File: src/rtl/pdm_sinc_pkg.sv
package pdm_sinc_pkg;
    localparam int ORDER_MAX = 5;
    localparam int DEF_ORDER = 3;
    localparam int LOG2_RMIN = 3;
    localparam int LOG2_RMAX = 8;
    localparam int AF_K_BASE = 5;
    localparam int OUT_W     = 24;
    localparam int ACC_W     = ORDER_MAX * LOG2_RMAX + 2;
    localparam int ORD_W     = $clog2(ORDER_MAX + 1);
    localparam int K_W       = $clog2(LOG2_RMAX + 1);
    localparam int NK_W      = $clog2(ORDER_MAX * LOG2_RMAX + 1);
    localparam int CNT_W     = LOG2_RMAX;

    typedef enum logic [1:0] {
        ST_OFF,
        ST_ACC,
        ST_EMIT
    } sinc_state_e;

    typedef struct packed {
        logic             ok;
        logic [ORD_W-1:0] order;
        logic [K_W-1:0]   k;
    } sinc_cfg_t;

    localparam sinc_cfg_t CFG_RST = '{ok: 1'b0, order: ORD_W'(DEF_ORDER), k: K_W'(LOG2_RMIN)};
endpackage

File: src/rtl/sinc_cfg_decode.sv
module sinc_cfg_decode
    import pdm_sinc_pkg::*;
(
    input  logic [3:0] order_code,
    input  logic [3:0] ratio_code,
    input  logic       af_en,
    input  logic [1:0] af_ratio,
    output sinc_cfg_t  cfg
);
    localparam logic [3:0] RCODE_MAX = 4'(LOG2_RMAX - LOG2_RMIN + 1);

    always_comb begin
        cfg.ok    = 1'b1;
        cfg.order = ORD_W'(1);
        cfg.k     = K_W'(LOG2_RMIN);
        if (order_code == 4'd0) begin
            cfg.order = ORD_W'(DEF_ORDER);
        end else if (order_code <= 4'(ORDER_MAX)) begin
            cfg.order = ORD_W'(order_code);
        end else begin
            cfg.ok = 1'b0;
        end
        if (af_en) begin
            if (af_ratio == 2'd0) cfg.ok = 1'b0;
            else                  cfg.k  = K_W'(af_ratio) + K_W'(AF_K_BASE);
        end else if (ratio_code >= 4'd1 && ratio_code <= RCODE_MAX) begin
            cfg.k = K_W'(ratio_code) + K_W'(LOG2_RMIN - 1);
        end else begin
            cfg.ok = 1'b0;
        end
    end
endmodule

File: src/rtl/sinc_integrator.sv
module sinc_integrator #(
    parameter int N_STG = 5,
    parameter int ACC_W = 42,
    parameter int SEL_W = 3
) (
    input  logic             clk,
    input  logic             rst_n,
    input  logic             clr,
    input  logic             en,
    input  logic             pdm_bit,
    input  logic [SEL_W-1:0] order,
    output logic [ACC_W-1:0] tap_next
);
    logic signed [ACC_W-1:0] acc_v [N_STG];
    logic signed [ACC_W-1:0] nxt   [N_STG];

    // one-cycle ripple through all stages: exact N-fold running sum
    always_comb begin
        logic signed [ACC_W-1:0] run;
        run = pdm_bit ? ACC_W'(1) : '1;
        for (int i = 0; i < N_STG; i++) begin
            run    = acc_v[i] + run;
            nxt[i] = run;
        end
    end

    always_comb begin
        tap_next = nxt[0];
        for (int i = 0; i < N_STG; i++) begin
            if (order == SEL_W'(i + 1)) tap_next = nxt[i];
        end
    end

    for (genvar i = 0; i < N_STG; i++) begin : g_stg
        logic signed [ACC_W-1:0] acc_q;
        always_ff @(posedge clk) begin
            if (!rst_n || clr)                  acc_q <= '0;
            else if (en && SEL_W'(i) < order)   acc_q <= nxt[i];
        end
        assign acc_v[i] = acc_q;
    end
endmodule

File: src/rtl/sinc_comb.sv
module sinc_comb #(
    parameter int N_STG = 5,
    parameter int ACC_W = 42,
    parameter int SEL_W = 3
) (
    input  logic             clk,
    input  logic             rst_n,
    input  logic             clr,
    input  logic             en,
    input  logic [ACC_W-1:0] din,
    input  logic [SEL_W-1:0] order,
    output logic [ACC_W-1:0] dout
);
    logic [ACC_W-1:0] dly_v  [N_STG];
    logic [ACC_W-1:0] stg_in [N_STG];
    logic [ACC_W-1:0] diff   [N_STG];

    always_comb begin
        logic [ACC_W-1:0] run;
        run = din;
        for (int i = 0; i < N_STG; i++) begin
            stg_in[i] = run;
            run       = run - dly_v[i];
            diff[i]   = run;
        end
    end

    always_comb begin
        dout = diff[0];
        for (int i = 0; i < N_STG; i++) begin
            if (order == SEL_W'(i + 1)) dout = diff[i];
        end
    end

    for (genvar i = 0; i < N_STG; i++) begin : g_stg
        logic [ACC_W-1:0] dly_q;
        always_ff @(posedge clk) begin
            if (!rst_n || clr)                  dly_q <= '0;
            else if (en && SEL_W'(i) < order)   dly_q <= stg_in[i];
        end
        assign dly_v[i] = dly_q;
    end
endmodule

File: src/rtl/sinc_scale.sv
module sinc_scale #(
    parameter int ACC_W = 42,
    parameter int OUT_W = 24,
    parameter int NK_W  = 6
) (
    input  logic [ACC_W-1:0] din,
    input  logic [NK_W-1:0]  nk,
    output logic [OUT_W-1:0] dout
);
    localparam logic [NK_W-1:0]        TOP_BIT = NK_W'(OUT_W - 1);
    localparam logic signed [ACC_W-1:0] POS_LIM = ACC_W'((2 ** (OUT_W - 1)) - 1);
    localparam logic signed [ACC_W-1:0] NEG_LIM = -ACC_W'(2 ** (OUT_W - 1));

    logic signed [ACC_W-1:0] sdin;
    logic signed [ACC_W-1:0] v;

    assign sdin = din;

    always_comb begin
        if (nk >= TOP_BIT) v = sdin >>> (nk - TOP_BIT);
        else               v = sdin <<< (TOP_BIT - nk);
        if (v > POS_LIM)      dout = POS_LIM[OUT_W-1:0];
        else if (v < NEG_LIM) dout = NEG_LIM[OUT_W-1:0];
        else                  dout = v[OUT_W-1:0];
    end
endmodule

File: src/rtl/pdm_sinc_decim.sv
module pdm_sinc_decim
    import pdm_sinc_pkg::*;
(
    input  logic             clk,
    input  logic             rst_n,
    input  logic             pdm_bit,
    input  logic             pdm_valid,
    input  logic [3:0]       order_code,
    input  logic [3:0]       ratio_code,
    input  logic             af_en,
    input  logic [1:0]       af_ratio,
    output logic [OUT_W-1:0] pcm_data,
    output logic             pcm_valid
);
    sinc_state_e      state_q, state_d;
    sinc_cfg_t        cfg_in, cfg_q;
    logic             cfg_chg;
    logic [CNT_W-1:0] cnt_q;
    logic [CNT_W:0]   span;
    logic             blk_last;
    logic             integ_en;
    logic             emit;
    logic [ACC_W-1:0] tap_next, snap_q, comb_out;
    logic [NK_W-1:0]  nk;
    logic [OUT_W-1:0] scaled;
    logic [OUT_W-1:0] pcm_data_q;
    logic             pcm_valid_q;

    sinc_cfg_decode u_dec (
        .order_code (order_code),
        .ratio_code (ratio_code),
        .af_en      (af_en),
        .af_ratio   (af_ratio),
        .cfg        (cfg_in)
    );

    assign cfg_chg  = (cfg_in != cfg_q);
    assign span     = (CNT_W + 1)'(1) << cfg_q.k;
    assign blk_last = (cnt_q == CNT_W'(span - 1'b1));
    assign integ_en = pdm_valid && !cfg_chg && (state_q != ST_OFF);
    assign emit     = (state_q == ST_EMIT) && !cfg_chg;
    assign nk       = NK_W'(cfg_q.order) * NK_W'(cfg_q.k);

    sinc_integrator #(.N_STG(ORDER_MAX), .ACC_W(ACC_W), .SEL_W(ORD_W)) u_int (
        .clk      (clk),
        .rst_n    (rst_n),
        .clr      (cfg_chg),
        .en       (integ_en),
        .pdm_bit  (pdm_bit),
        .order    (cfg_q.order),
        .tap_next (tap_next)
    );

    sinc_comb #(.N_STG(ORDER_MAX), .ACC_W(ACC_W), .SEL_W(ORD_W)) u_comb (
        .clk   (clk),
        .rst_n (rst_n),
        .clr   (cfg_chg),
        .en    (emit),
        .din   (snap_q),
        .order (cfg_q.order),
        .dout  (comb_out)
    );

    sinc_scale #(.ACC_W(ACC_W), .OUT_W(OUT_W), .NK_W(NK_W)) u_scale (
        .din  (comb_out),
        .nk   (nk),
        .dout (scaled)
    );

    // next-state logic
    always_comb begin
        state_d = state_q;
        if (cfg_chg) begin
            state_d = cfg_in.ok ? ST_ACC : ST_OFF;
        end else begin
            unique case (state_q)
                ST_OFF:  state_d = ST_OFF;
                ST_ACC:  if (pdm_valid && blk_last) state_d = ST_EMIT;
                ST_EMIT: state_d = ST_ACC;
                default: state_d = ST_OFF;
            endcase
        end
    end

    // state register and block bookkeeping
    always_ff @(posedge clk) begin
        if (!rst_n) begin
            state_q <= ST_OFF;
            cfg_q   <= CFG_RST;
            cnt_q   <= '0;
            snap_q  <= '0;
        end else begin
            state_q <= state_d;
            cfg_q   <= cfg_in;
            if (cfg_chg) begin
                cnt_q  <= '0;
                snap_q <= '0;
            end else if (integ_en) begin
                cnt_q <= blk_last ? '0 : cnt_q + 1'b1;
                if (state_q == ST_ACC && blk_last) snap_q <= tap_next;
            end
        end
    end

    // output register
    always_ff @(posedge clk) begin
        if (!rst_n) begin
            pcm_valid_q <= 1'b0;
            pcm_data_q  <= '0;
        end else begin
            pcm_valid_q <= emit;
            if (emit) pcm_data_q <= scaled;
        end
    end

    assign pcm_data  = pcm_data_q;
    assign pcm_valid = pcm_valid_q;
endmodule

File: config.mk
export PLATFORM = sky130hd
export DESIGN_NAME = pdm_sinc_decim
export DESIGN_NICKNAME = d
export VERILOG_FILES = /design/src/rtl/pdm_sinc_pkg.sv /design/src/rtl/sinc_cfg_decode.sv /design/src/rtl/sinc_integrator.sv /design/src/rtl/sinc_comb.sv /design/src/rtl/sinc_scale.sv /design/src/rtl/pdm_sinc_decim.sv
export SDC_FILE = /design/constraint.sdc
export NUM_CORES = 2
export LEC_CHECK = 0
export BUFFER_PORTS_ARGS = -buffer_cell sky130_fd_sc_hd__buf_4
export CELL_PAD_IN_SITES_DETAIL_PLACEMENT = 1
export CELL_PAD_IN_SITES_GLOBAL_PLACEMENT = 1
export CORE_MARGIN = 2
export CORE_UTILIZATION = 39
export DETAILED_ROUTE_END_ITERATION = 12
export GPL_ROUTABILITY_DRIVEN = 0
export PLACE_DENSITY = 0.75
export SLEW_MARGIN = 20
export SYNTH_ARGS = -nofsm -noshare
export SYNTH_HDL_FRONTEND = slang
export SYNTH_SLANG_ARGS = --single-unit
File: constraint.sdc
create_clock -name clk -period 31.8 [get_ports clk]
set_input_delay 1.59 -clock clk [delete_from_list [all_inputs] [get_ports clk]]
set_output_delay 1.59 -clock clk [all_outputs]
set_load 0.05 [all_outputs]
Yosys cells after proc, flatten, opt, wreduce, memory -nomap -nowiden
Cells that the tools add are included.
- output and inout bits: 25
- register bits: 505
- add/subtract/negate cells: 16
- mux-type cells: 27
- reductions and logical operators: 24
- shifts and indexed selects: 3
- bitwise gates (word level): 1
- eq/ne operators: 9
- multiply operators: 1
- $lt $le $gt $ge: 11
- operators with widths (kind ; number):
    $mux 42 ; 10
    $add 42x42->42 ; 5
    $sub 42x42->42 ; 5
    $mux 24 ; 2
    $gt 42x24->1 const B ; 1
    $lt 42x24->1 const B ; 1
    $sshl 42x6->42 ; 1
    $sshr 42x6->42 ; 1
    $logic_and 1x1->1 ; 16
    $mux 4 ; 3
    $add 8x1->8 const B ; 1
    $eq 8x8->1 ; 1
    $le 4x3->1 const B ; 2
    $mux 8 ; 1
    $ne 8x8->1 ; 1
    $shl 1x4->8 const A ; 1
    $sub 8x1->8 const B ; 1
    $eq 3x2->1 const B ; 2
    $eq 3x3->1 const B ; 2
    $ge 6x5->1 const B ; 1
    $lt 1x3->1 const A ; 2
    $lt 2x3->1 const A ; 2
    $mul 3x4->6 ; 1
    $mux 1 ; 6
    20 further kinds ; 23

Depth between registers and ports, before layout
- depth after elaboration: 11
- depth in mapped cells: 59
- gate-level depth less buffers: 53

Modules after synthesis
A second synthesis with hierarchy kept.
- cell total of the unflattened synthesis: 6887
- area, all modules: 50424.6 sq um
- modules (own cells, without submodules) (module ; sequential area each (sq um) ; cells an instance ; area each (sq um) ; instances):
    sinc_integrator ; 4204.0 ; 2779 ; 20063.0 ; 1
    sinc_comb ; 4204.0 ; 2851 ; 19942.9 ; 1
    sinc_scale ; 0.0 ; 797 ; 6399.9 ; 1
    pdm_sinc_decim ; 1701.6 ; 435 ; 3829.9 ; 1
    sinc_cfg_decode ; 0.0 ; 25 ; 188.9 ; 1

Worst setup path after synthesis
Ideal clock, no wire load.
- path type: reg-to-reg
- start point: register u_comb.g_stg[0].dly_q[4]
- end point: register pcm_data_q[2], in the netlist pcm_data[2]
- clock period less this slack: 11836 ps
- setup time: 131 ps
- slack: 19964 ps
- path buffers: 5
- cell stages (with the launch flop): 53
- data arrival time: 11706 ps
- cell sequence: dfxtp_1 -> inv_1 -> ha_1 -> a21o_1 -> or3_1 -> buf_2 -> o2111a_1 -> a2111oi_0 -> xnor2_1 -> ha_1 -> and4_1 -> a21o_1 -> nor3_1 -> a211oi_1 -> nor2_1 -> xnor2_1 -> ha_1 -> clkbuf_1 -> [17 not listed] -> a21oi_1 -> and3_1 -> nand3_1 -> a31oi_1 -> xor2_1 -> nand3_1 -> mux2i_1 -> nor4_1 -> buf_2 -> and3_2 -> a2111oi_1 -> or3_1 -> or4_1 -> or4_1 -> buf_2 -> buf_6 -> nor4_1 -> nor3_1
- RTL lines (element ; line ; text):
    start: declaration ; sinc_comb.sv:36 ; logic [ACC_W-1:0] dly_q;
    start signal: assignment ; sinc_comb.sv:39 ; else if (en && SEL_W'(i) < order) dly_q <= stg_in[i];
    end signal: assignment ; pdm_sinc_decim.sv:112 ; if (emit) pcm_data_q <= scaled;
    end: declaration ; pdm_sinc_decim.sv:26 ; logic [OUT_W-1:0] pcm_data_q;

==> impl_metrics.env <==
export IMPL_outcome="completed"
export IMPL_timing_rr_start="u_comb.g_stg[0].dly_q[4]$_SDFFE_PP0P_"
export IMPL_cts_resized=0
export IMPL_grt_pass1_wl_um=318000
export IMPL_cts_buffer_depth=3
export IMPL_grtUsageTotal_pct=29.9
export IMPL_fin_worst_skew_ps=21.3
export IMPL_ys_seq_area_share_pct=19.8
export IMPL_vias=54910
export IMPL_io_pin_count=40
export IMPL_worst_hold_path_num_cells=2
export IMPL_final_common_cell="nand2_1"
export IMPL_slowest_delay_ps=840
export IMPL_tns_ps=0
export IMPL_cp_required_ps=32310
export IMPL_route_detailed_drc=0
export IMPL_numCtsBuffers=68
export IMPL_post_cts_setup_buffers=0
export IMPL_crit_slowest_cell="or4_1"
export IMPL_die_area_um2=134000
export IMPL_setup_viol=0
export IMPL_critPathKind="reg2reg"
export IMPL_synth_cells=7257
export IMPL_ys_flop_type="dfxtp_1"
export IMPL_rsz0062_at_grt="false"
export IMPL_antenna_found_initial=1
export IMPL_vdd_ir_drop_max_mv=0.0407
export IMPL_avgRoutedWirePerCell_um=23.0
export IMPL_drt_iter0_markers=3741
export IMPL_post_route_period_util_pct=46.8
export IMPL_io_buffers=39
export IMPL_synth_nets=7708
export IMPL_fp_dieW_um=365
export IMPL_p_sw_share_pct=36.2
export IMPL_ant_nets=0
export IMPL_synth_edf_count=0
export IMPL_clock_latency_ps=660
export IMPL_cp_start_kind="flop"
export IMPL_core_area_um2=130000
export IMPL_r2r_end="pcm_data[0]$_SDFFE_PN0P_"
export IMPL_gr_total_overflow=0
export IMPL_dr_pass1_iters=6
export IMPL_fmax_mhz=67.2
export IMPL_slew_viol_final=0
export IMPL_finalHoldViolations=0
export IMPL_areaGrowthSynthToFinish_pct=8.31
export IMPL_ys_ff_latch=505
export IMPL_slew_headroom_pct=14.7
export IMPL_min_to="u_comb.g_stg[1].dly_q[34]$_SDFFE_PP0P_"
export IMPL_r2r_slack_ps=16920
export IMPL_wl_um=203000
export IMPL_power_switching_uw=745
export IMPL_p_per_area_nw_per_um2=37.3
export IMPL_grt_max_degree=194
export IMPL_clock_sinks=505
export IMPL_power_frac_clock_pct=40.8
export IMPL_final_cell_mix="1,232 x nand2_1, 875 x a21oi_1, 546 x nor2_1"
export IMPL_drive_gt1_share_pct=5.89
export IMPL_internal_power_uw=1320
export IMPL_initial_core_util_pct=39.3
export IMPL_hp_class="reg2reg"
export IMPL_p_total_uw=2060
export IMPL_hold_start="u_comb.g_stg[1].dly_q[34]$_SDFFE_PP0P_"
export IMPL_layout_nets=7513
export IMPL_die_h_um=365
export IMPL_endpoint_kind="flop"
export IMPL_synth_cell_types=106
export IMPL_dpl_hpwl_um=154000
export IMPL_synth_area_leaders="dfxtp_1 20%, ha_1 10%, nand2_1 9.1%"
export IMPL_syn_area_um2=51000
export IMPL_grt_pass1_vias=55510
export IMPL_cp_arrival_ps=15390
export IMPL_fill_cells=16435
export IMPL_fin_crit_ps=14890
export IMPL_cts_root_buf="clkbuf_16"
export IMPL_power_leakage_uw=0.0225
export IMPL_tightest_slew_ps=1270
export IMPL_yosysTopAreaCellShare_pct=19.8
export IMPL_maxCapViolations=0
export IMPL_async_flop_share_pct=0
export IMPL_critPathMaxFanout=23
export IMPL_yosys_warnings=0
export IMPL_cpMostUsedCell="ha_1"
export IMPL_place_ws_ps=17340
export IMPL_yosysTopAreaCell="dfxtp_1"
export IMPL_row_count=132
export IMPL_reg2reg_depth=48
export IMPL_viasPerCell=6.20
export IMPL_path_clk_slew_ps=60
export IMPL_cts_tree="done"
export IMPL_setup_ws_ps=16920
export IMPL_h_tree_depth=3
export IMPL_syn_area_per_cell_um2=7.02
export IMPL_cts_hold_buffers=0
export IMPL_pwr_share_seq_pct=30.8
export IMPL_p_comb_share_pct=28.4
## cells in the mapped netlist, types with 25 or more instances
library cell  instances
nor2b_1              58
o211ai_1             65
a21boi_0             30
nand3_1             145
a21o_1              168
xor2_1              128
o21a_1              105
xnor2_1             227
inv_1               357
ha_1                423
nand2_1            1238
a211oi_1            172
o21bai_1             47
nor3_1              182
nor3b_1              25
o21ai_0             323
or2_2                29
a2111oi_0            29
o22ai_1              46
nor4_1               46
a21oi_1             875
or3_1                43
buf_1                33
clkbuf_1            345
nor2_1              558
a31oi_1              76
nand4_1              77
mux2i_1             120
and3_1               69
o31ai_1              52
and2_1               77
nand2b_1             59
dfxtp_1             505
## metal layers
| layer | routed length [um] | part of all wire (%) | track usage (%) | vias to the layer above |
|---|---|---|---|---|
| met5 | 0 | 0 | 0 | - |
| met4 | 11100 | 5.4 | 14.6 | 0 |
| met3 | 10900 | 5.4 | 3.68 | 552 |
| met2 | 94900 | 47 | 51.2 | 1642 |
| met1 | 86500 | 43 | 36.9 | 26888 |
| li1 | - | - | - | 25828 |
## critical path: cells and delay by family (launching register included)
family	cells	cell delay, ps
flip-flops	1	320
XOR/XNOR	4	1340
multiplexers	2	240
AND/OR/NAND/NOR	17	5640
AO/OA/AOI/OAI	17	4810
buffers and inverters	3	420
adder cells (fa/ha/maj)	5	1900
## power groups by stage
stage                     clock network, uW  logic, uW  registers [uW]
after floorplan                           0        368             648
after global placement                    0        542             648
after detailed placement                  0        548             649
after CTS                               857        550             635
after global routing                    877        615             634
final                                   842        585             635
## flip-flops by register name, indices dropped and copies added (netlist names)
signal and cells:
cnt_q 8, snap_q 42, pcm_valid 1, state_q 2, u_comb.g_stg.dly_q 210, pcm_data 24
u_int.g_stg.acc_q 210, cfg_q 8
## how the worst max path moves through the flow
stage | from | to | slack, ps | cells past startpoint
after floorplan | u_comb.g_stg[0].dly_q[4]$_SDFFE_PP0P_ | pcm_data[2]$_SDFFE_PN0P_ | 19960 | 52
after global placement | u_comb.g_stg[0].dly_q[4]$_SDFFE_PP0P_ | pcm_data[1]$_SDFFE_PN0P_ | 17640 | 48
after detailed placement | snap_q[0]$_SDFFE_PP0P_ | pcm_data[5]$_SDFFE_PN0P_ | 17340 | 49
after CTS | snap_q[0]$_SDFFE_PP0P_ | pcm_data[0]$_SDFFE_PN0P_ | 17200 | 49
after global routing | u_comb.g_stg[0].dly_q[4]$_SDFFE_PP0P_ | pcm_data[0]$_SDFFE_PN0P_ | 15880 | 48
final | u_comb.g_stg[0].dly_q[4]$_SDFFE_PP0P_ | pcm_data[0]$_SDFFE_PN0P_ | 16920 | 48
## cell families (layout without fill, tap and decap cells)
logic type               Yosys count  in the layout  synth area share (%)
AND/OR/NAND/NOR                 2672           2672                  23.6
AO/OA/AOI/OAI                   2363           2363                  30.0
buffers and inverters            762            619                  5.71
flip-flops                       505            505                  19.8
adder cells (fa/ha/maj)          436            436                  10.9
XOR/XNOR                         357            357                  6.18
multiplexers                     162            162                  3.73
other                              0              1                     0
## cell type report
type	instances	area, um^2	area share [%]
multi-input cells	5990	38100	69.1
clock inverters	31	459	0.832
inverters	363	1360	2.47
diodes	1	2.50	0.00453
repair buffers	134	1030	1.86
flip-flops and latches	505	10100	18.3
well taps	1742	2180	3.95
clock buffers	91	1920	3.47
## through the flow
step / util [%] / hold slack, ps / instance area [um^2] / cells
2_1_floorplan: - / 436 / 51000 / 7257
3_3_place_gp: 40.7 / 441 / 52800 / 8732
3_5_place_dp: 40.7 / 447 / 52800 / 8734
4_1_cts: 42.6 / 455 / 55200 / 8856
5_1_grt: 42.6 / 467 / 55200 / 8856
6_report: 42.6 / 451 / 55200 / 8857
Power figures use the tool's default switching activity.
